--- src/rtl/i2s_tgt_rx_pkg.sv ---
package i2s_tgt_rx_pkg;

   typedef enum logic {
      CH_LEFT  = 1'b0,
      CH_RIGHT = 1'b1
   } chan_e;

   typedef struct packed {
      logic sck;
      logic ws;
      logic sd;
   } pins_t;

   localparam int PINS_W = $bits(pins_t);

endpackage

--- src/rtl/i2s_tgt_rx_sync.sv ---
module i2s_tgt_rx_sync #(
   parameter int WIDTH  = 3,
   parameter int STAGES = 2
) (
   input  logic             clk,
   input  logic             rst_n,
   input  logic [WIDTH-1:0] d_async,
   output logic [WIDTH-1:0] q_sync
);

   if (STAGES < 2) begin : g_bad_stages
      $error("i2s_tgt_rx_sync: STAGES must be at least 2");
   end
   if (WIDTH < 1) begin : g_bad_width
      $error("i2s_tgt_rx_sync: WIDTH must be at least 1");
   end

   logic [WIDTH-1:0] chain [STAGES];

   for (genvar s = 0; s < STAGES; s++) begin : g_stage
      if (s == 0) begin : g_first
         always_ff @(posedge clk or negedge rst_n) begin
            if (!rst_n) chain[s] <= '0;
            else        chain[s] <= d_async;
         end
      end else begin : g_next
         always_ff @(posedge clk or negedge rst_n) begin
            if (!rst_n) chain[s] <= '0;
            else        chain[s] <= chain[s-1];
         end
      end
   end

   assign q_sync = chain[STAGES-1];

endmodule

--- src/rtl/i2s_tgt_rx_front.sv ---
module i2s_tgt_rx_front
   import i2s_tgt_rx_pkg::*;
(
   input  logic  clk,
   input  logic  rst_n,
   input  logic  sck_s,
   input  logic  ws_s,
   output logic  bit_stb,
   output logic  boundary,
   output chan_e end_chan
);

   logic sck_d;
   logic ws_last;
   logic have_ws;

   always_ff @(posedge clk or negedge rst_n) begin
      if (!rst_n) begin
         sck_d   <= 1'b0;
         ws_last <= 1'b0;
         have_ws <= 1'b0;
      end else begin
         sck_d <= sck_s;
         if (bit_stb) begin
            ws_last <= ws_s;
            have_ws <= 1'b1;
         end
      end
   end

   assign bit_stb  = sck_s & ~sck_d;
   assign boundary = have_ws & (ws_s != ws_last);
   assign end_chan = chan_e'(ws_last);

endmodule

--- src/rtl/i2s_tgt_rx_word.sv ---
module i2s_tgt_rx_word
   import i2s_tgt_rx_pkg::*;
#(
   parameter int DATA_W = 16,
   localparam int CNT_W = $clog2(DATA_W + 1)
) (
   input  logic              clk,
   input  logic              rst_n,
   input  logic              bit_stb,
   input  logic              bit_sd,
   input  logic              boundary,
   input  chan_e             end_chan,
   output logic              done,
   output chan_e             done_chan,
   output logic [DATA_W-1:0] done_data,
   output logic [CNT_W-1:0]  fill_cnt
);

   localparam logic [CNT_W-1:0] CNT_FULL = CNT_W'(DATA_W);

   logic [DATA_W-1:0] word_q;
   logic [DATA_W-1:0] word_ins;
   logic [CNT_W-1:0]  cnt_q;

   always_comb begin
      word_ins = word_q;
      for (int i = 0; i < DATA_W; i++) begin
         if (cnt_q == CNT_W'(DATA_W - 1 - i)) word_ins[i] = bit_sd;
      end
   end

   always_ff @(posedge clk or negedge rst_n) begin
      if (!rst_n) begin
         word_q    <= '0;
         cnt_q     <= '0;
         done      <= 1'b0;
         done_chan <= CH_LEFT;
         done_data <= '0;
      end else begin
         done <= 1'b0;
         if (bit_stb) begin
            if (boundary) begin
               done      <= 1'b1;
               done_chan <= end_chan;
               done_data <= word_ins;
               word_q    <= '0;
               cnt_q     <= '0;
            end else begin
               word_q <= word_ins;
               if (cnt_q != CNT_FULL) cnt_q <= cnt_q + CNT_W'(1);
            end
         end
      end
   end

   assign fill_cnt = cnt_q;

endmodule

--- src/rtl/i2s_tgt_rx.sv ---
module i2s_tgt_rx
   import i2s_tgt_rx_pkg::*;
#(
   parameter int DATA_W      = 16,
   parameter int SYNC_STAGES = 2,
   localparam int CNT_W      = $clog2(DATA_W + 1)
) (
   input  logic              clk,
   input  logic              rst_n,
   input  logic              i_sck,
   input  logic              i_ws,
   input  logic              i_sd,
   output logic [DATA_W-1:0] o_left,
   output logic [DATA_W-1:0] o_right,
   output logic              o_valid
);

   if (DATA_W < 2) begin : g_bad_data_w
      $error("i2s_tgt_rx: DATA_W must be at least 2");
   end

   pins_t             pins_raw;
   pins_t             pins_s;
   logic              bit_stb;
   logic              boundary;
   chan_e             end_chan;
   logic              word_done;
   chan_e             word_chan;
   logic [DATA_W-1:0] word_data;
   logic [CNT_W-1:0]  word_cnt;

   logic              frame_armed;
   logic              left_ok;
   logic [DATA_W-1:0] left_hold;

   assign pins_raw = '{sck: i_sck, ws: i_ws, sd: i_sd};

   i2s_tgt_rx_sync #(
      .WIDTH  (PINS_W),
      .STAGES (SYNC_STAGES)
   ) i_sync (
      .clk     (clk),
      .rst_n   (rst_n),
      .d_async (pins_raw),
      .q_sync  (pins_s)
   );

   i2s_tgt_rx_front i_front (
      .clk      (clk),
      .rst_n    (rst_n),
      .sck_s    (pins_s.sck),
      .ws_s     (pins_s.ws),
      .bit_stb  (bit_stb),
      .boundary (boundary),
      .end_chan (end_chan)
   );

   i2s_tgt_rx_word #(
      .DATA_W (DATA_W)
   ) i_word (
      .clk       (clk),
      .rst_n     (rst_n),
      .bit_stb   (bit_stb),
      .bit_sd    (pins_s.sd),
      .boundary  (boundary),
      .end_chan  (end_chan),
      .done      (word_done),
      .done_chan (word_chan),
      .done_data (word_data),
      .fill_cnt  (word_cnt)
   );

   always_ff @(posedge clk or negedge rst_n) begin
      if (!rst_n) begin
         frame_armed <= 1'b0;
         left_ok     <= 1'b0;
         left_hold   <= '0;
         o_left      <= '0;
         o_right     <= '0;
         o_valid     <= 1'b0;
      end else begin
         o_valid <= 1'b0;
         if (word_done) begin
            if (!frame_armed) begin
               frame_armed <= 1'b1;
            end else if (word_chan == CH_LEFT) begin
               left_hold <= word_data;
               left_ok   <= 1'b1;
            end else if (left_ok) begin
               o_left  <= left_hold;
               o_right <= word_data;
               o_valid <= 1'b1;
               left_ok <= 1'b0;
            end
         end
      end
   end

endmodule

--- config.mk ---
export PLATFORM = sky130hd
export DESIGN_NAME = i2s_tgt_rx
export DESIGN_NICKNAME = d
export VERILOG_FILES = /design/src/rtl/i2s_tgt_rx_pkg.sv /design/src/rtl/i2s_tgt_rx_sync.sv /design/src/rtl/i2s_tgt_rx_front.sv /design/src/rtl/i2s_tgt_rx_word.sv /design/src/rtl/i2s_tgt_rx.sv
export SDC_FILE = /design/constraint.sdc
export NUM_CORES = 1
export LEC_CHECK = 0
export ABC_AREA = 1
export BUFFER_PORTS_ARGS = -buffer_cell sky130_fd_sc_hd__buf_2
export CORE_ASPECT_RATIO = 1.75
export CORE_MARGIN = 4
export CORE_UTILIZATION = 25
export CTS_BUF_LIST = sky130_fd_sc_hd__clkbuf_8
export DETAILED_ROUTE_END_ITERATION = 12
export SETUP_SLACK_MARGIN = 0.5
export SYNTH_ARGS = -nofsm -noshare
export SYNTH_HDL_FRONTEND = slang
export SYNTH_SLANG_ARGS = --single-unit
export TNS_END_PERCENT = 10
--- constraint.sdc ---
create_clock -name clk -period 1.3 [get_ports clk]
set_input_delay 0.195 -clock clk [delete_from_list [all_inputs] [get_ports clk]]
set_output_delay 0.195 -clock clk [all_outputs]
set_load 0.1 [all_outputs]
==> results.ini, run 1 <==
[status]
status = finished with violations
violations = hold timing, setup timing

[die]
die_x_um = 106.7
coreArea_sq_mm = 0.01660
num_io_pins = 38
initial_utilization_pct = 25.65
total_die_area_sq_mm = 0.01927
num_rows = 62
die_h_um = 180.6

[timing]
worst_slew_pin_slew_ns = 0.3333
finalWorstPathRequiredPeriod_ns = 1.368
slew_headroom_pct = 77.78
skew_ns = 0.01447
max_freq_mhz = 730.9
finalHoldViolations = 20
final_critical_path_setup_slack_ns = -0.06825
timing.final.max_slew_violations = 0
holdWs_ns = -0.2946
grt_setup_unrepaired = true
layout_worst_path_cycle_share_pct = 105.3
finalSetupViolations = 21

[power_and_ir_drop]
combinationalPowerShare_pct = 21.0
totalPowerFinal_mw = 7.059
power.share.sequential_pct = 48.8
power.density_cell_area_mw_per_mm2 = 1157
p_leak_nw = 3.000
power.internal_mw = 4.819
power.share.clock_pct = 30.2
power.switching_mw = 2.240
max-vdd-ir-drop_mv = 0.6506
power.switching_fraction_pct = 31.73

[routing]
route.final.wire_length_um = 8842
post-route-drc-count = 0
post_drt_via_cell_ratio = 4.081
wl_per_cell_um = 11.12
wl_met1_um = 3487
drtAntennaViolNets = 0
route.top_layer_used = met4
routed-wl-met3_um = 216
dr_wl_met2_um = 4925
detail_route.iter0.violations = 95
firstDrtPassIters = 4
routed-via-count = 3244

[cells_and_area]
fillerInstances = 1686
drive_gt1_share_pct = 34.50
insertedDiodeCount = 0
finalNetCount = 576
fin_cells = 795
layout_common_cells = nand2_1 (168), dfrtp_1 (94), nand2_2 (49), inv_1 (40), buf_12 (40)
area_growth_syn_to_layout_pct = 43.29
mostFrequentLayoutCell = nand2_1

[worst_setup_path]
ff_to_ff_setup_slack_ns = -0.07
worst_path_top_cell_family_by_delay = simple AND/OR/NAND/NOR gates
crit_path_top_delay_cell = dfrtp_2
worstPathCellList = inv_4 -> ha_4 -> inv_2 -> nor2_4 -> nand2_1 -> nand2_1 -> nand2_2 -> nand2_2 -> nand2_1
crit-reg2reg-capture = i_word.word_q[3]
critPathMaxFanout = 8
critical_path_arrival_ns = 1.63
crit_path_kind = reg -> reg
required_ns = 1.56
critical_path.most_common_cell = nand2_1
slowest_delay_ns = 0.47
r2r-start = i_word.fill_cnt[0]
worstRegToRegCells = 9
critical_path_buf_inv_count = 2
start_kind = flop
critPathCaptureType = flop

[place]
portBuffers = 37
hpwl_after_dpl_um = 5962
pre_cts_slack_ns = -0.06896
placed_cells = 766
gp_routability_congestion = 0.8118

[logic_synthesis]
yosysSeqAreaShare_pct = 58.18
postSynthCellCount = 499
synth_cell_types = 23
mappedNetlistNets = 509
synth_seq_cells = 99
yosys_warnings = 0
synth_area_sq_mm = 0.004258
syn_area_per_cell_sq_um = 8.533

[global_route]
largest_net_degree_at_the_start_of_global_routing = 66
first_global_vias = 3351
grt_antenna_before_repair = 0
grt_remaining_overflow = 0
wire_length_of_the_first_global_routing_pass_um = 15700
globalRouteTotalUtil_pct = 9.869

[clock_network]
clock_insertion_delay_worst_skew_ns = 0.37
h_tree_levels = 3
ctsLongestPathBuffers = 2
cts.reportedPaths.clkPinSlew_ns = 0.11
ctsRootBufferMaster = clkbuf_8
cts_sinks = 99
hold_buffers = 3
cts_inserted_buffers = 9
tritoncts = yes

[worst_hold_path]
timing.hold.worst.class = in -> async

[job]
cap_viol_max_count = 0

-- flip-flops by register name, summed over array words and instances, names as in the netlist, 3 cells and up --
register,flops
i_word.done_data,16
i_word.word_q,16
left_hold,16
o_left,16
o_right,16
i_word.fill_cnt,5
i_sync.chain,3
i_sync.q_sync,3
-- stage by stage --
| stage | TNS (ns) | instance area [sq um] | utilization [%] | hold slack [ns] |
|---|---|---|---|---|
| finish | -0.4996 | 6101 | 36.75 | -0.2946 |
| global route | -5.265 | 6101 | 36.75 | -0.3017 |
| CTS | -0.4278 | 5978 | 36.01 | -0.3001 |
| detailed placement | -0.9491 | 5127 | 30.89 | 0.1232 |
| global placement | -0.2440 | 5127 | 30.89 | 0.1202 |
| floorplan | 0 | 4298 | - | -0.1006 |
-- area by class of cell --
cell class	instances	area (sq um)	share of cell area, %
flip-flops and latches	99	2484	40.71
multi-input cells	329	1808	29.63
repair buffers	74	1100	18.03
well taps	224	280.3	4.594
inverters	53	211.5	3.466
clock buffers	10	137.6	2.256
clock inverters	6	80.08	1.313
-- how the worst max path moves through the flow --
stage                       startpoint                    to  slack, ns  cells after the start
floorplan           i_word.fill_cnt[1]     i_word.word_q[11]       0.07                      9
global placement    i_word.fill_cnt[1]   i_word.done_data[3]      -0.03                      9
detailed placement  i_word.fill_cnt[1]      i_word.word_q[3]      -0.07                      9
CTS                 i_word.fill_cnt[1]  i_word.done_data[10]      -0.04                      9
global route        i_word.fill_cnt[1]      i_word.word_q[3]      -0.18                      9
finish              i_word.fill_cnt[0]      i_word.word_q[3]      -0.07                      9
-- metal layers --
layer  vias to the layer above  track usage [%]
li1                       1670                -
met1                      1517            10.63
met2                        42            18.32
met3                        15            2.223
met4                         0            3.840
met5                         -                0
-- worst register-to-register path: stages (launching register included) --
cell and delay [ns]:
dfrtp_2 0.47, inv_4 0.10, ha_4 0.14, inv_2 0.04, nor2_4 0.18, nand2_1 0.09
nand2_1 0.09, nand2_2 0.08, nand2_2 0.05, nand2_1 0.04
-- what timing repair did --
action,CTS,global route
endpoints found under the hold margin,23,20
setup buffers,7,3
pin swaps,63,37
resized for setup,170,30
setup endpoints to repair,124,125
-- Yosys cell counts (all sizes together) --
| cell | number | area share, % |
|---|---|---|
| ha | 5 | 1.5 |
| nor3 | 1 | 0.24 |
| dfrtp | 99 | 58 |
| nor2 | 16 | 2.8 |
| inv | 52 | 4.6 |
| or2 | 2 | 0.29 |
| clkbuf | 3 | 0.26 |
| buf | 15 | 2.6 |
| nand2 | 226 | 20 |
| nand3 | 38 | 4.5 |
| clkinv | 1 | 0.088 |
| nand4 | 3 | 0.44 |
| o21ai | 38 | 4.5 |
-- power by group through the flow --
stage / registers, mW / clock network (mW) / logic [mW]
3_5_place_dp: 3.43 / 0 / 1.16
4_1_cts: 3.43 / 2.21 / 1.45
3_3_place_gp: 3.42 / 0 / 1.15
5_1_grt: 3.47 / 2.35 / 1.61
6_report: 3.44 / 2.13 / 1.49
2_1_floorplan: 3.75 / 0 / 0.466
-- logic make-up after synthesis --
family | Yosys count | synth area share [%]
AO/OA/AOI/OAI | 38 | 4.467
adder cells (fa/ha/maj) | 5 | 1.469
buffers and inverters | 71 | 7.611
flip-flops | 99 | 58.18
AND/OR/NAND/NOR | 286 | 28.27
Power figures use the tool's default switching activity.
==> run 2, diff against run 1 <==
--- a/config.mk
+++ b/config.mk
@@ -8,7 +8,7 @@
 export ABC_AREA = 1
 export BUFFER_PORTS_ARGS = -buffer_cell sky130_fd_sc_hd__buf_2
 export CORE_ASPECT_RATIO = 1.75
-export CORE_MARGIN = 4
+export CORE_MARGIN = 2
 export CORE_UTILIZATION = 25
 export CTS_BUF_LIST = sky130_fd_sc_hd__clkbuf_8
 export DETAILED_ROUTE_END_ITERATION = 12
==> run 2 against run 1 <==
Compared with the run above: the flow finishes with violations (setup timing); first-iteration DRC count increased by 48%; sequential share of layout area increased by 1.8 points; fmax increased by 1.2%; clock-buffer cell count unchanged; sequential cell count unchanged; total power decreased by 3.9%; clock power decreased by 5%.
==> results.ini, run 2 (synthesis results as in run 1) <==
[global_route]
globalRoute.busiestLayer = met2
largest_net_degree_at_the_start_of_global_routing = 56  ; -15%
grt_antenna_before_repair = 0  ; unchanged
globalRouteTotalUtil_pct = 10.49  ; +0.62 points
global_routing_usage_on_met1_pct = 11.44  ; +0.82 points
first_global_vias = 3290  ; -1.8%
grt_use_met2_pct = 19.23  ; +0.90 points
grtUsageMet3_pct = 1.896  ; -0.33 points
grt_remaining_overflow = 0  ; unchanged
wire_length_of_the_first_global_routing_pass_um = 15220  ; -3.0%

[timing]
finalHoldViolations = 0  ; -100%
layout_worst_path_cycle_share_pct = 104.0  ; -1.3 points
slew_headroom_pct = 80.16  ; +2.4 points
holdWs_ns = 0.2214  ; +0.5160 ns
final_critical_path_setup_slack_ns = -0.05178  ; +0.01647 ns
finalWorstPathRequiredPeriod_ns = 1.352  ; -0.01647 ns
timing.final.max_slew_violations = 0  ; unchanged
worst_slew_pin_slew_ns = 0.2973  ; -0.03603 ns
grt_setup_unrepaired = true
skew_ns = 0.009217  ; -0.005251 ns
finalSetupViolations = 18  ; -14%
max_freq_mhz = 739.8  ; +1.2%

[place]
gp_routability_congestion = 0.7967  ; -1.9%
hpwl_after_dpl_um = 6011  ; +0.82%
dpl_cell_area_sq_mm = 0.005146  ; +0.37%
portBuffers = 37  ; unchanged

[routing]
detail_route.iter0.violations = 141  ; +48%
post-route-drc-count = 0  ; unchanged
drtAntennaViolNets = 0  ; unchanged
routed-via-count = 3240  ; -0.12%
firstDrtPassIters = 4  ; unchanged
route.final.wire_length_um = 8587  ; -2.9%
wl_per_cell_um = 10.83  ; -2.6%
post_drt_via_cell_ratio = 4.086  ; +0.13%

[clock_network]
cts_sinks = 99  ; unchanged
cts.reportedPaths.clkPinSlew_ns = 0.10  ; about the same
ctsRootBufferMaster = clkbuf_8
ctsLongestPathBuffers = 2  ; unchanged
tritoncts = yes
cts_inserted_buffers = 9  ; unchanged
h_tree_levels = 3  ; unchanged
clock_insertion_delay_worst_skew_ns = 0.38  ; about the same

[worst_setup_path]
crit_path_kind = reg -> reg
critPathCaptureType = flop
required_ns = 1.58  ; +0.02 ns
worstRegToRegCells = 9  ; unchanged
ff_to_ff_setup_slack_ns = -0.05  ; +0.02 ns
critPathMaxFanout = 8  ; unchanged
crit-reg2reg-capture = i_word.done_data[3]
start_kind = flop
critical_path_arrival_ns = 1.63  ; about the same
setup_crit_start = i_word.fill_cnt[1]
crit_end = i_word.done_data[3]
r2r-start = i_word.fill_cnt[1]

[cells_and_area]
mostFrequentLayoutCell = nand2_1
area_growth_syn_to_layout_pct = 37.06
area_of_combinational_cells_with_multiple_inputs_sq_mm = 0.001624  ; -10%
finalNetCount = 572  ; -0.69%
fillerInstances = 1702  ; +0.95%
layout_common_cells = nand2_1 (200), dfrtp_1 (97), inv_1 (40), buf_12 (39), nand3_1 (37)
insertedDiodeCount = 0  ; unchanged
finish.instance_area_sq_mm = 0.005836  ; -4.3%
drive_gt1_share_pct = 25.44  ; -9.1 points
ff_latch_area_sq_mm = 0.002480  ; -0.15%

[power_and_ir_drop]
p_leak_nw = 2.860  ; -4.7%
power.density_cell_area_mw_per_mm2 = 1162  ; +0.42%
max-vdd-ir-drop_mv = 0.6434  ; -1.1%

[worst_hold_path]
timing.hold.worst.class = in -> async

[status]
status = finished with violations
violations = setup timing

[die]
coreArea_sq_mm = 0.01679  ; +1.1%
total_die_area_sq_mm = 0.01813  ; -5.9%
die_x_um = 102.7  ; -3.8%
die_h_um = 176.6  ; -2.2%
num_rows = 63  ; +1.6%
num_io_pins = 38  ; unchanged
initial_utilization_pct = 25.36  ; -0.29 points

[job]
cap_viol_max_count = 0  ; unchanged

## run 2: metrics by stage
| stage | instances | setup WS [ns] | setup TNS, ns | util (%) | total power [mW] |
|---|---|---|---|---|---|
| 5_1_grt | 793 | -0.1553 | -4.152 | 34.76 | 7.134 |
| 4_1_cts | 793 | -0.02170 | -0.1089 | 33.34 | 6.734 |
| 6_report | 793 | -0.05178 | -0.3488 | 34.76 | 6.780 |
| 2_1_floorplan | 499 | 0.06802 | 0 | - | 4.214 |
| 3_3_place_gp | 769 | -0.06410 | -0.5829 | 30.65 | 4.560 |
| 3_5_place_dp | 769 | -0.09024 | -1.427 | 30.65 | 4.577 |
## run 2: how the worst min path moves through the flow
| stage | start | slack (ns) | cells past startpoint | to |
|---|---|---|---|---|
| floorplan | rst_n | -0.10 | 0 | frame_armed |
| global placement | rst_n | 0.12 | 1 | o_valid |
| detailed placement | rst_n | 0.12 | 1 | o_valid |
| CTS | rst_n | 0.24 | 2 | o_valid |
| global route | rst_n | 0.23 | 2 | o_valid |
| finish | rst_n | 0.22 | 2 | o_valid |
## run 2: repair_timing
action	4_1_cts	5_1_grt
pin swaps	30	23
gates resized for setup	65	63
endpoints found under the setup margin	124	164
hold buffers	4	0
setup buffers	5	0
hold endpoints to repair	55	0
## run 2: worst max-delay path, cell delays in order (launching register included)
cell     delay [ns]
dfrtp_1        0.43
inv_2          0.12
ha_4           0.16
inv_4          0.03
nor2_4         0.18
nand2_1        0.08
nand2_1        0.08
nand2_2        0.07
nand2_1        0.06
nand2_1        0.05
## run 2: metal layers
layer | wire (um) | vias up
met5 | 0 | -
met4 | 202 | 0
met3 | 224 | 11
met2 | 4777 | 43
met1 | 3382 | 1529
li1 | - | 1657
## run 2: power by group
group | internal, mW | switching, mW
sequential | 3.26 | 0.142
combinational | 0.472 | 0.874
clock | 0.946 | 1.09
## run 2: area by class of cell
type                       instances  area share (%)
multi-input combinational        329           27.83
timing repair buffer              70           17.86
tap                              227           4.867
clock inverter                     5           1.051
clock buffer                      10           2.358
sequential                        99           42.50
inverter                          53           3.538
